===== src/rtl/sc_pkg.sv =====
package sc_pkg;

   typedef enum logic [2:0] {
      ST_IDLE,
      ST_SCAN_RD,
      ST_SCAN_CHK,
      ST_GROW_STEP,
      ST_GROW_CHK,
      ST_DRAIN
   } sc_state_e;

   localparam logic THR_SEL_SEED = 1'b0;
   localparam logic THR_SEL_GROW = 1'b1;

   function automatic int iabs(input int v);
      return (v < 0) ? -v : v;
   endfunction

endpackage


===== src/rtl/sc_stripe_ram.sv =====
module sc_stripe_ram #(
   parameter int DEPTH = 128,
   parameter int AW    = 7,
   parameter int DW    = 12
) (
   input  logic          clk,
   input  logic          we,
   input  logic [AW-1:0] waddr,
   input  logic [DW-1:0] wdata,
   input  logic [AW-1:0] raddr,
   output logic [DW-1:0] rdata
);

   logic [DW-1:0] mem [DEPTH];

   generate
      if ((1 << AW) < DEPTH) begin : g_bad_aw
         $error("sc_stripe_ram: address too narrow for depth");
      end
   endgenerate

   always_ff @(posedge clk) begin
      if (we) mem[waddr] <= wdata;
      rdata <= mem[raddr];
   end

endmodule


===== src/rtl/sc_lifo.sv =====
module sc_lifo #(
   parameter int W     = 8,
   parameter int DEPTH = 4
) (
   input  logic         clk,
   input  logic         rst_n,
   input  logic         clr,
   input  logic         push,
   input  logic         pop,
   input  logic         top_we,
   input  logic [W-1:0] wdata,
   input  logic [W-1:0] top_wdata,
   output logic [W-1:0] top,
   output logic         empty,
   output logic         full
);

   localparam int CNTW = $clog2(DEPTH + 1);

   logic [W-1:0]    mem [DEPTH];
   logic [CNTW-1:0] cnt;

   generate
      if (DEPTH < 1) begin : g_bad_depth
         $error("sc_lifo: DEPTH must be at least 1");
      end
   endgenerate

   assign empty = (cnt == '0);
   assign full  = (cnt == CNTW'(DEPTH));

   always_ff @(posedge clk or negedge rst_n) begin
      if (!rst_n)                cnt <= '0;
      else if (clr)              cnt <= '0;
      else if (push && !full)    cnt <= cnt + 1'b1;
      else if (pop && !empty)    cnt <= cnt - 1'b1;
   end

   for (genvar i = 0; i < DEPTH; i++) begin : g_slot
      always_ff @(posedge clk) begin
         if (push && !full && cnt == CNTW'(i))
            mem[i] <= wdata;
         else if (top_we && !empty && cnt == CNTW'(i + 1))
            mem[i] <= top_wdata;
      end
   end

   always_comb begin
      top = '0;
      for (int i = 0; i < DEPTH; i++)
         if (cnt == CNTW'(i + 1)) top = mem[i];
   end

endmodule


===== src/rtl/sc_visit_map.sv =====
module sc_visit_map #(
   parameter int N  = 128,
   parameter int AW = 7
) (
   input  logic          clk,
   input  logic          rst_n,
   input  logic          clr,
   input  logic          set,
   input  logic [AW-1:0] set_addr,
   input  logic [AW-1:0] q_addr,
   output logic          q_hit
);

   logic [N-1:0] bits;

   generate
      if ((1 << AW) != N) begin : g_bad_n
         $error("sc_visit_map: N must equal 2**AW");
      end
   endgenerate

   always_ff @(posedge clk or negedge rst_n) begin
      if (!rst_n)    bits <= '0;
      else if (clr)  bits <= '0;
      else if (set)  bits[set_addr] <= 1'b1;
   end

   assign q_hit = bits[q_addr];

endmodule


===== src/rtl/sc_cluster_finder.sv =====
module sc_cluster_finder
   import sc_pkg::*;
#(
   parameter int ROWS         = 8,
   parameter int COLS         = 16,
   parameter int PIX_W        = 12,
   parameter int ROI_HALF     = 2,
   parameter int MAIN_DEPTH   = 24,
   parameter int DEFER_DEPTH  = 4,
   parameter bit SKIP_CORNERS = 1'b1,
   parameter int SEED_THR_RST = 2000,
   parameter int GROW_THR_RST = 1000,
   localparam int RW = $clog2(ROWS),
   localparam int CW = $clog2(COLS)
) (
   input  logic             clk,
   input  logic             rst_n,
   input  logic             thr_we,
   input  logic             thr_sel,
   input  logic [PIX_W-1:0] thr_wdata,
   input  logic             pix_we,
   input  logic [RW+CW-1:0] pix_waddr,
   input  logic [PIX_W-1:0] pix_wdata,
   input  logic             start,
   output logic             busy,
   output logic             done,
   output logic             clu_valid,
   output logic [RW-1:0]    clu_row_min,
   output logic [RW-1:0]    clu_row_max,
   output logic [CW-1:0]    clu_col_min,
   output logic [CW-1:0]    clu_col_max,
   output logic [RW-1:0]    clu_seed_row,
   output logic [CW-1:0]    clu_seed_col,
   output logic             defer_valid,
   output logic [RW-1:0]    defer_row,
   output logic [CW-1:0]    defer_col,
   output logic             err_overflow
);

   localparam int AW            = RW + CW;
   localparam int NPIX          = ROWS * COLS;
   localparam int PW            = 4;
   localparam int EW            = RW + CW + PW;
   localparam int LAST_GROW_ROW = ROWS - 1 - ROI_HALF;
   localparam logic [PW-1:0] POS_CENTRE = PW'(4);
   localparam logic [PW-1:0] POS_END    = PW'(9);

   // elaboration checks
   generate
      if ((1 << RW) != ROWS) begin : g_bad_rows
         $error("sc_cluster_finder: ROWS must be a power of two");
      end
      if ((1 << CW) != COLS) begin : g_bad_cols
         $error("sc_cluster_finder: COLS must be a power of two");
      end
      if (ROI_HALF < 1 || 2 * ROI_HALF + 1 > ROWS || 2 * ROI_HALF + 1 > COLS) begin : g_bad_roi
         $error("sc_cluster_finder: window does not fit the stripe");
      end
      if (MAIN_DEPTH < 2 || DEFER_DEPTH < 1) begin : g_bad_stacks
         $error("sc_cluster_finder: stack depths too small");
      end
      if (GROW_THR_RST >= SEED_THR_RST || SEED_THR_RST >= (1 << PIX_W)) begin : g_bad_thr
         $error("sc_cluster_finder: reset thresholds out of order or range");
      end
   endgenerate

   // state
   sc_state_e        st, st_nx;
   logic [PIX_W-1:0] seed_thr, grow_thr;
   logic [RW-1:0]    sc_r, seed_r, n_r, bb_rmin, bb_rmax;
   logic [CW-1:0]    sc_c, seed_c, n_c, bb_cmin, bb_cmax;
   logic             scan_last, drop;

   // submodule wiring
   logic [AW-1:0]    rd_addr, vis_addr, vq_addr;
   logic [PIX_W-1:0] rd_data;
   logic             vis_clr, vis_set, vq_hit;
   logic             m_push, m_pop, m_clr, m_top_we, m_empty, m_full;
   logic [EW-1:0]    m_wdata, m_top_wdata, m_top;
   logic             d_push, d_pop, d_empty, d_full;
   logic [AW-1:0]    d_top;

   // events
   logic ev_begin, ev_adv, ev_seed, ev_cand, ev_join, ev_drop;
   logic ev_clu, ev_err, ev_defer, ev_done;

   sc_stripe_ram #(.DEPTH(NPIX), .AW(AW), .DW(PIX_W)) u_ram (
      .clk   (clk),
      .we    (pix_we && st == ST_IDLE),
      .waddr (pix_waddr),
      .wdata (pix_wdata),
      .raddr (rd_addr),
      .rdata (rd_data)
   );

   sc_visit_map #(.N(NPIX), .AW(AW)) u_seen (
      .clk      (clk),
      .rst_n    (rst_n),
      .clr      (vis_clr),
      .set      (vis_set),
      .set_addr (vis_addr),
      .q_addr   (vq_addr),
      .q_hit    (vq_hit)
   );

   sc_lifo #(.W(EW), .DEPTH(MAIN_DEPTH)) u_grow_stack (
      .clk       (clk),
      .rst_n     (rst_n),
      .clr       (m_clr),
      .push      (m_push),
      .pop       (m_pop),
      .top_we    (m_top_we),
      .wdata     (m_wdata),
      .top_wdata (m_top_wdata),
      .top       (m_top),
      .empty     (m_empty),
      .full      (m_full)
   );

   sc_lifo #(.W(AW), .DEPTH(DEFER_DEPTH)) u_defer_stack (
      .clk       (clk),
      .rst_n     (rst_n),
      .clr       (1'b0),
      .push      (d_push),
      .pop       (d_pop),
      .top_we    (1'b0),
      .wdata     ({sc_r, sc_c}),
      .top_wdata ('0),
      .top       (d_top),
      .empty     (d_empty),
      .full      (d_full)
   );

   // neighbour candidate from the growth stack top
   logic [RW-1:0] t_r, nb_r;
   logic [CW-1:0] t_c, nb_c;
   logic [PW-1:0] t_pos;
   logic          nb_inside, nb_in_roi, nb_corner, corner_block, nb_cand;

   assign t_pos = m_top[PW-1:0];
   assign t_c   = m_top[PW+CW-1:PW];
   assign t_r   = m_top[EW-1:PW+CW];

   always_comb begin
      int dr, dc, nr, nc, odr, odc;
      dr  = int'(t_pos) / 3 - 1;
      dc  = int'(t_pos) % 3 - 1;
      nr  = int'(t_r) + dr;
      nc  = int'(t_c) + dc;
      odr = iabs(nr - int'(seed_r));
      odc = iabs(nc - int'(seed_c));
      nb_inside = (nr >= 0) && (nr < ROWS) && (nc >= 0) && (nc < COLS);
      nb_in_roi = (odr <= ROI_HALF) && (odc <= ROI_HALF);
      nb_corner = (odr == ROI_HALF) && (odc == ROI_HALF);
      nb_r      = RW'(nr);
      nb_c      = CW'(nc);
   end

   generate
      if (SKIP_CORNERS) begin : g_corner_skip
         assign corner_block = nb_corner;
      end else begin : g_corner_keep
         assign corner_block = 1'b0;
      end
   endgenerate

   assign nb_cand = (t_pos != POS_CENTRE) && (t_pos < POS_END) &&
                    nb_inside && nb_in_roi && !corner_block;

   // control
   logic scan_at_end, seed_hit;
   assign scan_at_end = (sc_r == RW'(ROWS - 1)) && (sc_c == CW'(COLS - 1));
   assign seed_hit    = (rd_data > seed_thr) && !vq_hit;

   always_comb begin
      st_nx       = st;
      rd_addr     = {sc_r, sc_c};
      vis_clr     = 1'b0;
      vis_set     = 1'b0;
      vis_addr    = {sc_r, sc_c};
      vq_addr     = {sc_r, sc_c};
      m_push      = 1'b0;
      m_pop       = 1'b0;
      m_clr       = 1'b0;
      m_top_we    = 1'b0;
      m_wdata     = {sc_r, sc_c, PW'(0)};
      m_top_wdata = {t_r, t_c, t_pos + 1'b1};
      d_push      = 1'b0;
      d_pop       = 1'b0;
      ev_begin    = 1'b0;
      ev_adv      = 1'b0;
      ev_seed     = 1'b0;
      ev_cand     = 1'b0;
      ev_join     = 1'b0;
      ev_drop     = 1'b0;
      ev_clu      = 1'b0;
      ev_err      = 1'b0;
      ev_defer    = 1'b0;
      ev_done     = 1'b0;
      unique case (st)
         ST_IDLE: begin
            if (start) begin
               vis_clr  = 1'b1;
               ev_begin = 1'b1;
               st_nx    = ST_SCAN_RD;
            end
         end
         ST_SCAN_RD: st_nx = ST_SCAN_CHK;
         ST_SCAN_CHK: begin
            ev_adv = 1'b1;
            st_nx  = scan_at_end ? ST_DRAIN : ST_SCAN_RD;
            if (seed_hit) begin
               if (int'(sc_r) > LAST_GROW_ROW) begin
                  if (d_full) ev_err = 1'b1;
                  else        d_push = 1'b1;
               end else begin
                  vis_set = 1'b1;
                  m_push  = 1'b1;
                  ev_seed = 1'b1;
                  st_nx   = ST_GROW_STEP;
               end
            end
         end
         ST_GROW_STEP: begin
            vq_addr = {nb_r, nb_c};
            if (m_empty) begin
               ev_clu = !drop;
               st_nx  = scan_last ? ST_DRAIN : ST_SCAN_RD;
            end else if (t_pos >= POS_END) begin
               m_pop = 1'b1;
            end else begin
               m_top_we = 1'b1;
               if (nb_cand && !vq_hit) begin
                  rd_addr = {nb_r, nb_c};
                  ev_cand = 1'b1;
                  st_nx   = ST_GROW_CHK;
               end
            end
         end
         ST_GROW_CHK: begin
            vis_set  = 1'b1;
            vis_addr = {n_r, n_c};
            st_nx    = ST_GROW_STEP;
            if (rd_data > grow_thr) begin
               if (m_full) begin
                  ev_err  = 1'b1;
                  ev_drop = 1'b1;
                  m_clr   = 1'b1;
               end else begin
                  m_push  = 1'b1;
                  m_wdata = {n_r, n_c, PW'(0)};
                  ev_join = 1'b1;
               end
            end
         end
         ST_DRAIN: begin
            if (d_empty) begin
               ev_done = 1'b1;
               st_nx   = ST_IDLE;
            end else begin
               d_pop    = 1'b1;
               ev_defer = 1'b1;
            end
         end
         default: st_nx = ST_IDLE;
      endcase
   end

   assign busy = (st != ST_IDLE);

   always_ff @(posedge clk or negedge rst_n) begin
      if (!rst_n) begin
         st           <= ST_IDLE;
         seed_thr     <= PIX_W'(SEED_THR_RST);
         grow_thr     <= PIX_W'(GROW_THR_RST);
         sc_r         <= '0;
         sc_c         <= '0;
         scan_last    <= 1'b0;
         seed_r       <= '0;
         seed_c       <= '0;
         n_r          <= '0;
         n_c          <= '0;
         bb_rmin      <= '0;
         bb_rmax      <= '0;
         bb_cmin      <= '0;
         bb_cmax      <= '0;
         drop         <= 1'b0;
         done         <= 1'b0;
         clu_valid    <= 1'b0;
         clu_row_min  <= '0;
         clu_row_max  <= '0;
         clu_col_min  <= '0;
         clu_col_max  <= '0;
         clu_seed_row <= '0;
         clu_seed_col <= '0;
         defer_valid  <= 1'b0;
         defer_row    <= '0;
         defer_col    <= '0;
         err_overflow <= 1'b0;
      end else begin
         st           <= st_nx;
         done         <= ev_done;
         clu_valid    <= ev_clu;
         defer_valid  <= ev_defer;
         err_overflow <= ev_err;
         if (thr_we) begin
            if (thr_sel == THR_SEL_SEED) seed_thr <= thr_wdata;
            else                         grow_thr <= thr_wdata;
         end
         if (ev_begin) begin
            sc_r      <= '0;
            sc_c      <= '0;
            scan_last <= 1'b0;
         end
         if (ev_adv) begin
            scan_last <= scan_at_end;
            if (sc_c == CW'(COLS - 1)) begin
               sc_c <= '0;
               sc_r <= sc_r + 1'b1;
            end else begin
               sc_c <= sc_c + 1'b1;
            end
         end
         if (ev_seed) begin
            seed_r  <= sc_r;
            seed_c  <= sc_c;
            bb_rmin <= sc_r;
            bb_rmax <= sc_r;
            bb_cmin <= sc_c;
            bb_cmax <= sc_c;
            drop    <= 1'b0;
         end
         if (ev_cand) begin
            n_r <= nb_r;
            n_c <= nb_c;
         end
         if (ev_join) begin
            if (n_r < bb_rmin) bb_rmin <= n_r;
            if (n_r > bb_rmax) bb_rmax <= n_r;
            if (n_c < bb_cmin) bb_cmin <= n_c;
            if (n_c > bb_cmax) bb_cmax <= n_c;
         end
         if (ev_drop) drop <= 1'b1;
         if (ev_clu) begin
            clu_row_min  <= bb_rmin;
            clu_row_max  <= bb_rmax;
            clu_col_min  <= bb_cmin;
            clu_col_max  <= bb_cmax;
            clu_seed_row <= seed_r;
            clu_seed_col <= seed_c;
         end
         if (ev_defer) begin
            defer_row <= d_top[AW-1:CW];
            defer_col <= d_top[CW-1:0];
         end
      end
   end

endmodule


===== config.mk =====
export PLATFORM = sky130hd
export DESIGN_NAME = sc_cluster_finder
export DESIGN_NICKNAME = d
export VERILOG_FILES = /design/src/rtl/sc_pkg.sv /design/src/rtl/sc_stripe_ram.sv /design/src/rtl/sc_lifo.sv /design/src/rtl/sc_visit_map.sv /design/src/rtl/sc_cluster_finder.sv
export SDC_FILE = /design/constraint.sdc
export NUM_CORES = 2
export LEC_CHECK = 0
export ABC_AREA = 1
export CAP_MARGIN = 10
export CORE_MARGIN = 4
export CORE_UTILIZATION = 35
export CTS_CLUSTER_SIZE = 28
export DETAILED_ROUTE_END_ITERATION = 12
export PLACE_DENSITY_LB_ADDON = 0.1
export SETUP_SLACK_MARGIN = 0.2
export SLEW_MARGIN = 0
export SYNTH_ARGS = -nofsm -noshare
export SYNTH_HDL_FRONTEND = slang
export SYNTH_SLANG_ARGS = --single-unit

===== constraint.sdc =====
create_clock -name clk -period 11 [get_ports clk]
set_input_delay 2.2 -clock clk [delete_from_list [all_inputs] [get_ports clk]]
set_output_delay 2.2 -clock clk [all_outputs]
set_load 0.02 [all_outputs]

# --- After elaboration in Yosys (flattened, before gate mapping) ---
# Memory sizes are Yosys's and may differ from the RTL's. A register that Yosys moved wholly into a read port is not among the register bits.
# Index checks and enable logic that the tools add are counted.
# Widths: inputs -> output; s select.
classes:
  addsub: 15
  n_div: 2
  mux: 352
  reduce_logical: 116
  bitwise_logic: 26
  n_eq_ne: 42
  order_cmp: 20
op_table:
  columns: ["operator", "n"]
  rows:
  - ["$mux 11", 74]
  - ["$mux 128", 2]
  - ["$reduce_or 11->1", 23]
  - ["$mux 1", 197]
  - ["$mux 5", 26]
  - ["$or 128x128->128", 1]
  - ["$mux 7", 13]
  - ["$logic_and 1x1->1", 71]
  - ["$eq 32x3->1 const B", 2]
  - ["$ge 32x1->1 const B", 2]
  - ["$le 32x3->1 const B", 2]
  - ["$lt 32x1->1 const B", 2]
  - ["$mux 32", 2]
  - ["$neg 32->32", 2]
  - ["$sub 32x2->32 const B", 2]
  - ["$mux 3", 20]
  - ["$eq 5x5->1 const B", 9]
  - ["$eq 5x4->1 const B", 8]
  - ["$mux 4", 9]
  - ["$add 4x32->32", 1]
  - ["$add 5x32->32", 1]
  - ["$div 5x3->32 const B", 1]
  - ["$lt 32x5->1 const B", 1]
  - ["$lt 32x6->1 const B", 1]
  - ["other kinds (44)", 101]
word_totals:
  mem_bits_rw: 1828
  input_bits: 37
  reg_bits: 232
  output_inout_bits: 33
  elab_cells: 606
  n_memories: 3
mem_list:
  columns: ["name", "depth", "width", "rd", "rd_ports_with_merged_regs", "wr", "line_no", "rtl"]
  rows:
  - ["u_ram.mem", 128, 12, 1, 1, 1, "sc_stripe_ram.sv:14", "logic [DW-1:0] mem [DEPTH];"]
  - ["u_grow_stack.mem", 24, 11, 24, 0, 1, "sc_lifo.sv:20", "logic [W-1:0] mem [DEPTH];"]
  - ["u_defer_stack.mem", 4, 7, 4, 0, 1, "sc_lifo.sv:20", null]

# --- Longest topological paths before layout ---
logic_depth:
  depth_word: 64
  ltp_mapped: 109
  mapped_depth_nobuf: 107

# --- Modules after synthesis ---
# A second synthesis with hierarchy kept.
hier_totals:
  cells_unflattened: 9910
  hier_area_um2: 96886.7
modules_own_cells:
  columns: ["mod", "area_each_um2", "n_inst", "seq_area_each_um2", "cells_per_inst"]
  rows:
  - ["sc_stripe_ram", 62752.7, 1, 46364.5, 5265]
  - ["sc_lifo at u_grow_stack", 14731.6, 1, 8052.7, 1773]
  - ["sc_cluster_finder", 11343.4, 1, 2417.3, 1892]
  - ["sc_visit_map", 6188.4, 1, 3203.1, 753]
  - ["sc_lifo at u_defer_stack", 1870.5, 1, 915.9, 227]

# --- Worst setup path after synthesis ---
# OpenSTA, ideal clock, no wires.
synth_timing:
  kind: "reg-to-reg"
  from: "register u_grow_stack.cnt[0]"
  to: "register u_ram.rdata[10] (read register of u_ram.mem)"
  setup_time_ns: 0.113
  arrival_time_ns: 11.279
  path_buffers: 5
  stages_incl_launch_ff: 96
  setup_slack_ns: -0.392
  t_required_ns: 10.887
  synth_period_minus_slack_ns: 11.392
  path_cell_list: "dfrtp_1 > inv_1 > ha_1 > inv_1 > nor2_1 > nand2_1 > clkinv_1 > nand2_1 > a31oi_1 > o22ai_1 > nand2_1 > o211ai_1 > nand3_1 > nand2_1 > nand3_1 > nand2_1 > nand3_1 > nand2_1 > [60 not listed] > nor2_1 > nand3_1 > nor2_1 > nand2_1 > nand3_2 > nand3_4 > inv_2 > nand2_1 > o21ai_2 > buf_2 > clkbuf_1 > nand3_1 > nand3_1 > nand3_1 > nand3_1 > nand2_1 > nand2_1 > nand2_1"
synth_via:
  elab_chain_cells: 40
  elab_cells_between_ends: 93
  cone_classes: "add/sub (8); div (2); order compare (10); eq/ne (27); mux (33); reduce/logical (13)"
synth_rtl:
  columns: ["element", "line_no", "rtl"]
  rows:
  - ["from (decl)", "sc_lifo.sv:21", "logic [CNTW-1:0] cnt;"]
  - ["from (signal assigned)", "sc_lifo.sv:35", "else if (push && !full) cnt <= cnt + 1'b1;"]
  - ["from (signal assigned)", "sc_lifo.sv:36", "else if (pop && !empty) cnt <= cnt - 1'b1;"]
  - ["$eq 5x1->1", "sc_lifo.sv:51", "if (cnt == CNTW'(i + 1)) top = mem[i];"]
  - ["$mux 11 (23 in a row)", "sc_lifo.sv:51", null]
  - ["$mux 11 *", "sc_lifo.sv:51", null]
  - ["$mod 5x3->32", "sc_cluster_finder.sv:147", "dc = int'(t_pos) % 3 - 1;"]
  - ["$sub 32x2->32", "sc_cluster_finder.sv:147", null]
  - ["$add 5x32->32 *", "sc_cluster_finder.sv:149", "nc = int'(t_c) + dc;"]
  - ["named net nb_c[2]", "sc_cluster_finder.sv:136", "logic [CW-1:0] t_c, nb_c;"]
  - ["$sub 32x5->32", "sc_cluster_finder.sv:151", "odc = iabs(nc - int'(seed_c));"]
  - ["[3 not listed]", null, null]
  - ["$logic_and 1x1->1, on equally long branches", "sc_cluster_finder.sv:153, sc_cluster_finder.sv:154", null]
  - ["$logic_and 1x1->1 or $logic_not 1->1 (tied branches)", "sc_cluster_finder.sv:168", "nb_inside && nb_in_roi && !corner_block;"]
  - ["$logic_and 1x1->1", "sc_cluster_finder.sv:168", null]
  - ["$logic_and 1x1->1", "sc_cluster_finder.sv:233", "if (nb_cand && !vq_hit) begin"]
  - ["$mux 7 *", "sc_cluster_finder.sv:233", null]
  - ["$mux 7 *", "sc_cluster_finder.sv:229", "end else if (t_pos >= POS_END) begin"]
  - ["$mux 7 *", "sc_cluster_finder.sv:226", "if (m_empty) begin"]
  - ["$mux 7 *", "sc_cluster_finder.sv:200", "unique case (st)"]
  - ["to (decl)", "sc_stripe_ram.sv:11", "output logic [DW-1:0] rdata"]
# The timed path passes the listed nets; every way through them passes the cells marked *. The select of a mux whose other input is x is not followed.
# A chain may end at the register's enable or synchronous reset.

# --- Worst setup path in the final report ---
layout_timing:
  from: "register u_grow_stack.cnt[0]"
  to: "register u_ram.rdata[8] (read register of u_ram.mem)"
# Same word-level chain as after synthesis.

==> impl_metrics.toml <==
[timing]
hold_violations = 0
worst_pin_slew_ps = 1294
fin_ws_ps = -1018
skew_ps = 50.17
post-route-min-period_ps = 12020
max_freq_mhz = 83.21
setup_viol = 12
drv_slew = 0
relSlewSlack = 0.1313
period_share = 1.093
rsz0062_at_grt = "yes"

[cells_and_area]
drive_above_1_share = 0.1822
final_util = 0.4378
final_cells = 14635
layout_commonest_cell = "nand2_1"
layout_common_cells = "1926 x nand2_1, 1828 x edfxtp_1, 1401 x nand3_1, 1190 x inv_1, 876 x buf_4"
nNetsFinal = 10865
area_growth_syn_to_layout_pct = 24.50
num-fill-cells = 26679

[grt]
grt_pass1_wl_mm = 499.0
globalRoute.totalOverflow = 0
grt_start_max_net_pins = 106
grt_use_met2 = 0.3791
grt.busiest_layer = "met2"
use_met3 = 0.02800
grt_usage = 0.2292
antenna_found_initial = 14
grt_pass1_vias = 74137
gr-usage-met1 = 0.3163

[logic_synthesis]
ys_warn_count = 0
synthArstFlopShare = 0.1120
seq_area_frac_synth = 0.6210
avgSynthCellArea_um2 = 9.946
synth.area.top_cells = "edfxtp_1 56%, nand3_1 8.4%, nand2_1 7.6%"
synth-edff-count = 1828
synth_top_area_frac = 0.5593
yosysTopAreaCell = "edfxtp_1"
synthCells = 9868
yosysUniqueCellTypes = 59
synth_area_mm2 = 0.09815
syn_nets = 10019
synth_flop_cell = "edfxtp_1"
ys_ff_latch = 2072

[setup_path]
max_stage_delay_ps = 580
crit_fanout = 48
startpoint_type = "flip-flop"
required_ps = 11790
endpoint_kind = "flip-flop"
critPathKind = "reg -> reg"
crit_path_frequent_cell = "buf_4"
cpMaxStageDelayCell = "fa_2"
cp.arrival_ps = 12810

[clock_network]
clock_sinks = 2072
clk_pin_slew_ps = 60
clk_latency_ps = 900
cts_made_buffers = 235
cts_tree = "yes"
clock_tree.buffer_depth = 4
cts_hold_buf = 0
cts.htree.levels = 4
cts-root-buf = "clkbuf_16"

[routing]
num_vias = 75128
first_pass_iters = 6
antenna_left = 0
wirelength_mm = 339.6
first_iter_violations = 6670
vias_per_cell = 5.133
route.detailed.drc = 0
wl_per_cell_um = 23.20

[place]
port_buffers = 69
post-place-cells = 13980
place_congestion = 0.8715
hpwl_mm = 209.2
dpl_worst_slack_ps = -2009

[run_status]
status = "finished, violations left"
violations = "negative setup slack"

[die]
num_rows = 194
io_pins = 70
initial_utilization = 0.3516
die_w_um = 537.6
coreArea_mm2 = 0.2791
dieArea_mm2 = 0.2890
fp.dieH_um = 537.6

[min_path]
hold_path.class = "reg -> reg"

[flow_run]
maxCapViolCount = 0
==> state kept, by name, summed over array words and instances, names as in the netlist, 4 cells and up <==
| register | flops |
|---|---|
| seed_thr | 12 |
| u_seen.bits | 128 |
| u_grow_stack.mem | 264 |
| seed_c | 4 |
| defer_col | 4 |
| sc_c | 4 |
| grow_thr | 12 |
| n_c | 4 |
| u_defer_stack.mem | 28 |
| bb_cmax | 4 |
| bb_cmin | 4 |
| clu_seed_col | 4 |
| u_ram.mem | 1536 |
| clu_col_max | 4 |
| u_ram.rdata | 12 |
| u_grow_stack.cnt | 5 |
| clu_col_min | 4 |
==> metal layers <==
layer	wire, µm	share of wire	up-vias
li1	-	-	35284
met1	150100	0.44	37153
met2	160600	0.47	2199
met3	18560	0.055	488
met4	10300	0.030	4
met5	23	0.000068	-
==> through the flow <==
step	setup TNS [ps]	hold WS [ps]	area, µm²
after floorplan	0	435.8	98220
after global placement	-25670	466.4	109200
after detailed placement	-23850	471.9	109300
after CTS	-9005	486.6	120600
after global routing	-17720	504.8	122200
final	-11510	480.4	122200
==> critical path: cells and delay by family (launching register included) <==
| family | cells | cell delay, ps |
|---|---|---|
| AOI/OAI and AO/OA | 15 | 2450 |
| adders and majority gates | 4 | 1130 |
| buffers and inverters | 49 | 6020 |
| DFF | 1 | 440 |
| and+or+nand+nor | 16 | 1730 |
==> final timing paths <==
| check | from | endpoint | slack, ps | depth (start not counted) |
|---|---|---|---|---|
| max | u_grow_stack.cnt[0] | u_ram.rdata[8] | -1020 | 84 |
| min | clu_row_min[2] | clu_row_min[2] | 480 | 2 |
| max reg2reg | u_grow_stack.cnt[0] | u_ram.rdata[8] | -1020 | 84 |
| min reg2reg | clu_row_min[2] | clu_row_min[2] | 480 | 2 |
| max in group asynchronous | rst_n | u_seen.bits[46] | 7390 | 3 |
| min in group asynchronous | rst_n | done | 1390 | 1 |
==> logic make-up after synthesis <==
kind of cell,share of synthesized area
xor gates and xnor gates,0.007139
DFF,0.6210
adders and majority gates,0.01484
buffers and inverters,0.07442
and+or+nand+nor,0.2346
AOI/OAI and AO/OA,0.04793
==> cell type report <==
cell class	count	area, µm²	share of cell area
multi-input combinational	5964	32290	0.2642
tap	3724	4659	0.03813
clock buffer	297	6237	0.05104
sequential	2072	60960	0.4988
antenna	4	10.01	0.00008191
inverter	1247	4743	0.03882
clock inverter	133	1167	0.009553
timing repair buffer	1194	12140	0.09936
==> Yosys cell counts, types with 7 or more instances <==
master and number:
dfstp_2 12, clkinv_1 15, nor2_1 578, a211oi_1 15
nor3_1 32, o211ai_1 83, nand2_2 9, nand3_1 1651
nand2_1 1987, o21ai_1 27, inv_2 26, xnor2_1 23
or2_2 18, buf_2 270, xor2_1 57, dfrtp_1 220
nand2_4 7, inv_1 1206, dfxtp_1 12, clkbuf_1 273
edfxtp_1 1828, nand3b_1 542, buf_4 11, nor4_1 9
ha_1 110, buf_1 26, a31oi_1 43, a21oi_1 225
nand4_1 59, o21ai_0 407
==> what timing repair did <==
action	CTS	global route
setup buffers	138	33
gates cloned	33	6
pin swaps	124	121
setup endpoints to repair	22	22
gates resized for setup	391	244
Power is left out: the tool's default activity adds up to more than one toggle a clock period on the data nets, which glitch-free logic cannot reach.
